[config.mk]
export PLATFORM = sky130hd
export DESIGN_NAME = ifetch_prefetch
export DESIGN_NICKNAME = d
export VERILOG_FILES = /design/src/rtl/pfb_pkg.sv /design/src/rtl/pfb_line_store.sv /design/src/rtl/pfb_lru.sv /design/src/rtl/pfb_fill_ctrl.sv /design/src/rtl/ifetch_prefetch.sv
export SDC_FILE = /design/constraint.sdc
export NUM_CORES = 1
export LEC_CHECK = 0
export BUFFER_PORTS_ARGS = -buffer_cell sky130_fd_sc_hd__buf_4
export CORE_ASPECT_RATIO = 0.9
export CORE_MARGIN = 8
export CORE_UTILIZATION = 60
export DETAILED_ROUTE_END_ITERATION = 8
export PLACE_DENSITY = 0.83
export SKIP_CTS_REPAIR_TIMING = 1
export SYNTH_ARGS = -nofsm -noshare
export SYNTH_HDL_FRONTEND = slang
export SYNTH_HIERARCHICAL = 1
export SYNTH_SLANG_ARGS = --single-unit
[constraint.sdc]
create_clock -name clk -period 14.85 [get_ports clk]
set_clock_uncertainty 0.05 [all_clocks]
set_input_delay 1.485 -clock clk [delete_from_list [all_inputs] [get_ports clk]]
set_output_delay 1.485 -clock clk [all_outputs]
set_load 0.05 [all_outputs]
[src/rtl/pfb_pkg.sv]
package pfb_pkg;
  typedef enum logic {
    FS_IDLE  = 1'b0,
    FS_FETCH = 1'b1
  } fill_state_e;
endpackage

[src/rtl/pfb_line_store.sv]
// Two line buffers with tag/valid, a CPU lookup port and a lookahead query port.
module pfb_line_store #(
  parameter int WORD_W = 32,
  parameter int WORDS  = 8,
  parameter int TAG_W  = 17
) (
  input  logic                         clk,
  input  logic                         rst_n,
  input  logic                         wr_en,
  input  logic                         wr_sel,
  input  logic [TAG_W-1:0]             wr_tag,
  input  logic [WORD_W*WORDS-1:0]      wr_line,
  input  logic                         inv_en,
  input  logic                         inv_sel,
  input  logic [TAG_W-1:0]             rd_tag,
  input  logic [$clog2(WORDS)-1:0]     rd_off,
  input  logic [TAG_W-1:0]             q_tag,
  output logic                         hit,
  output logic                         hit_sel,
  output logic [WORD_W-1:0]            rd_word,
  output logic                         q_hit
);
  localparam int OFF_W  = $clog2(WORDS);
  localparam int LINE_W = WORD_W * WORDS;
  localparam int NBUF   = 2;

  logic [NBUF-1:0]   vld;
  logic [NBUF-1:0]   match;
  logic [NBUF-1:0]   q_match;
  logic [TAG_W-1:0]  tag_a [NBUF];
  logic [LINE_W-1:0] dat_a [NBUF];
  logic [LINE_W-1:0] sel_line;

  for (genvar b = 0; b < NBUF; b++) begin : g_buf
    localparam logic ME = 1'(b);
    logic              vld_q;
    logic [TAG_W-1:0]  tag_q;
    logic [LINE_W-1:0] dat_q;
    logic              wr_me;
    logic              inv_me;

    assign wr_me  = wr_en && (wr_sel == ME);
    assign inv_me = inv_en && (inv_sel == ME);

    always_ff @(posedge clk or negedge rst_n) begin
      if (!rst_n) begin
        vld_q <= 1'b0;
        tag_q <= '0;
      end else begin
        if (wr_me) begin
          vld_q <= 1'b1;
          tag_q <= wr_tag;
        end
        if (inv_me) begin
          vld_q <= 1'b0;
        end
      end
    end

    always_ff @(posedge clk) begin
      if (wr_me) begin
        dat_q <= wr_line;
      end
    end

    assign vld[b]     = vld_q;
    assign tag_a[b]   = tag_q;
    assign dat_a[b]   = dat_q;
    assign match[b]   = vld_q && (tag_q == rd_tag);
    assign q_match[b] = vld_q && (tag_q == q_tag);
  end

  always_comb begin
    hit      = |match;
    hit_sel  = match[1];
    q_hit    = |q_match;
    sel_line = dat_a[hit_sel];
    rd_word  = sel_line[rd_off*WORD_W +: WORD_W];
  end

  logic unused_ok;
  assign unused_ok = ^{vld, tag_a[0], tag_a[1], OFF_W[0]};
endmodule

[src/rtl/pfb_lru.sv]
// One-bit recency tracker for the two buffers; fill touches win over hit touches.
module pfb_lru (
  input  logic clk,
  input  logic rst_n,
  input  logic hit_touch,
  input  logic hit_sel,
  input  logic fill_touch,
  input  logic fill_sel,
  output logic lru
);
  logic lru_q, lru_d, lru_en;

  always_comb begin
    lru_en = fill_touch || hit_touch;
    lru_d  = fill_touch ? ~fill_sel : ~hit_sel;
  end

  always_ff @(posedge clk or negedge rst_n) begin
    if (!rst_n) begin
      lru_q <= 1'b0;
    end else if (lru_en) begin
      lru_q <= lru_d;
    end
  end

  assign lru = lru_q;
endmodule

[src/rtl/pfb_fill_ctrl.sv]
// Fill sequencer: miss / lookahead arbitration, bank-busy gating, wait-state count.
module pfb_fill_ctrl
  import pfb_pkg::*;
#(
  parameter int TAG_W = 17,
  parameter int WS_W  = 4
) (
  input  logic             clk,
  input  logic             rst_n,
  input  logic [WS_W-1:0]  wait_states,
  input  logic             banks_busy,
  input  logic             miss_req,
  input  logic [TAG_W-1:0] miss_tag,
  input  logic             af_new,
  input  logic [TAG_W-1:0] af_tag,
  input  logic             af_present,
  input  logic             hit_done,
  input  logic             hit_sel,
  input  logic             lru,
  output logic             fl_rd,
  output logic [TAG_W-1:0] fl_line,
  output logic             wr_en,
  output logic             wr_sel,
  output logic [TAG_W-1:0] wr_tag,
  output logic             inv_en,
  output logic             inv_sel
);
  fill_state_e      state_q, state_d;
  logic [WS_W-1:0]  cnt_q, cnt_d;
  logic [TAG_W-1:0] cur_tag_q, cur_tag_d;
  logic             cur_sel_q, cur_sel_d;
  logic             pend_q, pend_d;
  logic [TAG_W-1:0] pend_tag_q, pend_tag_d;

  logic             idle, can_go, go_pend, go_new, go_miss, start, last;
  logic             af_dup, af_want, start_sel;
  logic [TAG_W-1:0] start_tag;

  always_comb begin
    idle      = (state_q == FS_IDLE);
    af_dup    = (!idle && (cur_tag_q == af_tag)) || (pend_q && (pend_tag_q == af_tag));
    af_want   = af_new && !af_present && !af_dup;
    can_go    = idle && !banks_busy;
    go_pend   = can_go && pend_q;
    go_new    = can_go && !pend_q && af_want;
    go_miss   = can_go && !pend_q && !af_want && miss_req;
    start     = go_pend || go_new || go_miss;
    start_tag = go_pend ? pend_tag_q : (go_new ? af_tag : miss_tag);
    start_sel = hit_done ? ~hit_sel : lru;
    last      = !idle && (cnt_q == '0);

    state_d   = state_q;
    cnt_d     = cnt_q;
    cur_tag_d = cur_tag_q;
    cur_sel_d = cur_sel_q;
    if (start) begin
      state_d   = FS_FETCH;
      cnt_d     = wait_states;
      cur_tag_d = start_tag;
      cur_sel_d = start_sel;
    end else if (!idle) begin
      if (last) begin
        state_d = FS_IDLE;
      end else begin
        cnt_d = cnt_q - 1'b1;
      end
    end

    pend_d     = pend_q && !go_pend;
    pend_tag_d = pend_tag_q;
    if (af_want && !go_new) begin
      pend_d     = 1'b1;
      pend_tag_d = af_tag;
    end
  end

  always_ff @(posedge clk or negedge rst_n) begin
    if (!rst_n) begin
      state_q    <= FS_IDLE;
      cnt_q      <= '0;
      cur_tag_q  <= '0;
      cur_sel_q  <= 1'b0;
      pend_q     <= 1'b0;
      pend_tag_q <= '0;
    end else begin
      state_q    <= state_d;
      cnt_q      <= cnt_d;
      cur_tag_q  <= cur_tag_d;
      cur_sel_q  <= cur_sel_d;
      pend_q     <= pend_d;
      pend_tag_q <= pend_tag_d;
    end
  end

  always_comb begin
    fl_rd   = !idle;
    fl_line = cur_tag_q;
    wr_en   = last;
    wr_sel  = cur_sel_q;
    wr_tag  = cur_tag_q;
    inv_en  = start;
    inv_sel = start_sel;
  end
endmodule

[src/rtl/ifetch_prefetch.sv]
// Top: instruction prefetch buffer controller in front of a two-bank flash.
module ifetch_prefetch #(
  parameter int AW        = 20,
  parameter int WORD_W    = 32,
  parameter int WORDS     = 8,
  parameter int WS_W      = 4,
  parameter int TRIG_WORD = 3
) (
  input  logic                                   clk,
  input  logic                                   rst_n,
  input  logic [WS_W-1:0]                        wait_states,
  input  logic                                   cpu_req,
  input  logic [AW-1:0]                          cpu_addr,
  output logic                                   cpu_rdy,
  output logic [WORD_W-1:0]                      cpu_rdata,
  input  logic                                   dport_busy,
  input  logic                                   pe_busy,
  output logic                                   fl_rd,
  output logic [AW-$clog2(WORDS)-1:0]            fl_line,
  input  logic [WORD_W*WORDS/2-1:0]              fl_bank0_data,
  input  logic [WORD_W*WORDS/2-1:0]              fl_bank1_data
);
  localparam int OFF_W  = $clog2(WORDS);
  localparam int TAG_W  = AW - OFF_W;
  localparam int LINE_W = WORD_W * WORDS;
  localparam logic [OFF_W-1:0] TRIG_OFF = OFF_W'(TRIG_WORD);
  localparam logic [TAG_W-1:0] ONE_LINE = TAG_W'(1);

  logic [TAG_W-1:0]  req_line;
  logic [OFF_W-1:0]  req_off;
  logic [TAG_W-1:0]  next_line;
  logic              hit, hit_sel, q_hit, hit_done;
  logic              af_new, miss_req, banks_busy;
  logic              fill_wr, fill_sel, inv_en, inv_sel, lru_buf;
  logic [TAG_W-1:0]  fill_tag;
  logic [LINE_W-1:0] fill_line;
  logic [WORD_W-1:0] rd_word;

  always_comb begin
    req_line   = cpu_addr[AW-1:OFF_W];
    req_off    = cpu_addr[OFF_W-1:0];
    next_line  = req_line + ONE_LINE;
    hit_done   = cpu_req && hit;
    af_new     = hit_done && (req_off == TRIG_OFF);
    miss_req   = cpu_req && !hit;
    banks_busy = dport_busy || pe_busy;
    fill_line  = {fl_bank1_data, fl_bank0_data};
  end

  pfb_line_store #(
    .WORD_W (WORD_W),
    .WORDS  (WORDS),
    .TAG_W  (TAG_W)
  ) u_store (
    .clk     (clk),
    .rst_n   (rst_n),
    .wr_en   (fill_wr),
    .wr_sel  (fill_sel),
    .wr_tag  (fill_tag),
    .wr_line (fill_line),
    .inv_en  (inv_en),
    .inv_sel (inv_sel),
    .rd_tag  (req_line),
    .rd_off  (req_off),
    .q_tag   (next_line),
    .hit     (hit),
    .hit_sel (hit_sel),
    .rd_word (rd_word),
    .q_hit   (q_hit)
  );

  pfb_lru u_lru (
    .clk        (clk),
    .rst_n      (rst_n),
    .hit_touch  (hit_done),
    .hit_sel    (hit_sel),
    .fill_touch (fill_wr),
    .fill_sel   (fill_sel),
    .lru        (lru_buf)
  );

  pfb_fill_ctrl #(
    .TAG_W (TAG_W),
    .WS_W  (WS_W)
  ) u_fill (
    .clk         (clk),
    .rst_n       (rst_n),
    .wait_states (wait_states),
    .banks_busy  (banks_busy),
    .miss_req    (miss_req),
    .miss_tag    (req_line),
    .af_new      (af_new),
    .af_tag      (next_line),
    .af_present  (q_hit),
    .hit_done    (hit_done),
    .hit_sel     (hit_sel),
    .lru         (lru_buf),
    .fl_rd       (fl_rd),
    .fl_line     (fl_line),
    .wr_en       (fill_wr),
    .wr_sel      (fill_sel),
    .wr_tag      (fill_tag),
    .inv_en      (inv_en),
    .inv_sel     (inv_sel)
  );

  assign cpu_rdy   = hit_done;
  assign cpu_rdata = rd_word;
endmodule

==> results.yml <==
yosys:
  synthFlopType: "edfxtp_1"
  syn_area_mm2: 0.0246
  async_flop_share: 0.132
  ys_seq_area_frac: 0.703
  syn-num-nets: 1655
  ys_warn_count: 6
  ys_seq_elements: 590
  synth-edff-count: 512
  syn-instance-count: 1367
  ys_types: 56
  syn_avg_cell_area_um2: 18.0
grt:
  grt_antenna_before_repair: 11
  grt_pass1_wl_um: 90900
  grt_pass1_vias: 14900
  grt_usage: 0.249
  grt-ovfl-total: 0
  grt_max_degree: 174
floorplanning:
  start_util: 0.608
  core_area_mm2: 0.0406
  dieArea_mm2: 0.0478
  num_rows: 70
  dieWidth_um: 230
  fp.dieH_um: 208
  io_pins: 336
cts:
  clkTransAtPathRegs_ps: 60
  numCtsBuffers: 56
  clk_path_buf_depth: 3
  clock_sinks: 590
  tritoncts: "yes"
  root_buffer: "clkbuf_16"
  clk_latency_ps: 610
  cts_max_level: 2
sta:
  fmax_mhz: 159
  finalMaxSlewViolations: 0
  final.setup.tns_ps: 0
  fin_hold_ws_ps: 493
  finalCritPeriodShare: 0.424
  relSlewSlack: 0.214
  rsz0062_at_grt: "false"
  tightest_slew_ps: 1170
  finalCriticalPeriod_ps: 6300
  hold_viol_final: 0
  setup_violations: 0
  setup_ws_ps: 8550
critical_path:
  cp_data_arrival_time_ps: 4770
  crit_type: "primary input to output port"
  r2r_cells: 14
  crit_fanout: 65
  reg2reg_slack_ps: 10800
  required_ps: 13320
  r2r-end: "u_fill/fl_line[8]"
  start_kind: "primary input"
  r2r-start: "u_store/g_buf[1].tag_q[1]"
  end_kind: "output port"
hold_path:
  min-delay-start: "u_fill/pend_tag_q[13]"
  holdPathStages: 1
  holdPathEnd: "u_fill/pend_tag_q[13]"
  hold_path.class: "register to register"
power_and_ir_drop:
  ir_drop_mv: 0.133
  cellLeakagePower_nw: 10.6
  power_density_mw_per_mm2: 145
run_status:
  status: "completed"
detailed_routing:
  ant_nets: 0
  vias: 14100
  routed_wl_um: 61000
  drc_errors: 0
  drt_iter0_drc: 1396
  post_drt_wl_per_cell_um: 26.8
  drtPass1Iterations: 7
  viasPerCell: 6.18
final_layout:
  layout_common_cells: "512 x edfxtp_1, 347 x buf_4, 93 x a22oi_1"
  fill_cells: 2429
  nets: 1974
  synthToLayoutAreaGrowth_pct: 19.3
  fin_cells: 2277
  fin_util: 0.725
  final_common_cell: "edfxtp_1"
  drive_gt1_frac: 0.350
placement:
  dp_slack_ps: 8620
  port_buffers: 335
  place_inst: 2168
  gp_congestion: 0.913
  dp_hpwl_um: 39900
job:
  drv_cap: 0
-- flip-flops by register name, summed over array words and instances (netlist names) --
signal,count
u_fill/cnt_q,4
u_fill/fl_line,17
u_fill/fl_rd,1
u_fill/pend_q,1
u_fill/pend_tag_q,17
u_fill/wr_sel,1
u_lru/lru,1
u_store/g_buf.dat_q,512
u_store/g_buf.tag_q,34
u_store/g_buf.vld_q,2
-- worst max-delay path by stage --
stage / endpoint / slack (ps) / from / cells past startpoint
floorplan: u_store/g_buf[1].dat_q[0] / 7780 / u_fill/fl_rd / 4
global placement: cpu_rdata[2] / 8710 / cpu_addr[1] / 7
detailed placement: cpu_rdata[14] / 8620 / cpu_addr[1] / 7
CTS: cpu_rdata[14] / 8590 / cpu_addr[1] / 7
global route: cpu_rdata[14] / 8430 / cpu_addr[1] / 7
finish: cpu_rdata[14] / 8550 / cpu_addr[1] / 7
-- critical path, cell delays in order --
cell and delay, ps:
buf_4 420, buf_4 800, and3_2 1020, a22oi_1 220
o221a_1 160, mux2i_1 300, buf_4 270
-- layout make-up --
type	instances	area (um^2)	area share
diodes	6	15.0	0.000511
clock buffers	63	1460	0.0496
clock inverters	40	435	0.0148
inverters	9	41.3	0.00140
multi-input cells	679	6800	0.231
flip-flops and latches	590	17300	0.589
well taps	540	676	0.0230
repair buffers	350	2650	0.0901
-- per-stage QoR --
step | cell area (um^2) | total power [W]
after global routing | 29400 | 0.00441
after CTS | 29400 | 0.00428
after floorplan | 24600 | 0.00260
after detailed placement | 27500 | 0.00282
final | 29400 | 0.00426
after global placement | 27500 | 0.00280
-- cell usage after synthesis, drive strengths merged (2+ instances only) --
cell type | n | area share
edfxtp | 512 | 0.62
mux2 | 114 | 0.052
a22oi | 93 | 0.028
dfrtp | 78 | 0.079
xor2 | 68 | 0.024
mux2i | 66 | 0.027
mux4 | 65 | 0.059
buf | 53 | 0.015
xnor2 | 52 | 0.018
clkbuf | 36 | 0.0055
nand2 | 32 | 0.0049
o221a | 31 | 0.014
nor4 | 21 | 0.0066
o21ai | 20 | 0.0044
nand2b | 19 | 0.0049
o221ai | 18 | 0.0089
nand4 | 16 | 0.0048
nand3 | 13 | 0.0028
nor2 | 12 | 0.0019
inv | 9 | 0.0014
nor3 | 9 | 0.0023
nor2b | 5 | 0.0013
a21oi | 4 | 0.00081
ha | 3 | 0.0015
and3 | 2 | 0.00051
or2 | 2 | 0.00051
-- cell families (layout without fill, tap and decap cells) --
group	count (synthesis)	after routing	share of synthesized area
other cells	0	6	0
compound gates	174	174	0.0598
mux	245	245	0.138
buf+inv	98	462	0.0222
fa+ha+maj	3	3	0.00152
xor+xnor	120	120	0.0426
flops	590	590	0.703
simple gates	137	137	0.0326
-- power breakdown --
group / total, W / switching, W / leakage, nW / internal [W]
clock: 0.00146 / 0.000614 / 0.931 / 0.000846
sequential: 0.00210 / 0.000121 / 5.64 / 0.00198
combinational: 0.000695 / 0.000416 / 4.04 / 0.000279
total: 0.00426 / 0.00115 / 10.6 / 0.00311
-- routing by layer --
| metal | track usage | up-vias | wire, um |
|---|---|---|---|
| met5 | 0 | - | 59 |
| met4 | 0.0888 | 10 | 1960 |
| met3 | 0.0517 | 132 | 4820 |
| met2 | 0.410 | 690 | 29900 |
| met1 | 0.327 | 7123 | 24300 |
| li1 | - | 6119 | - |
(Power assumes the default switching activity.)
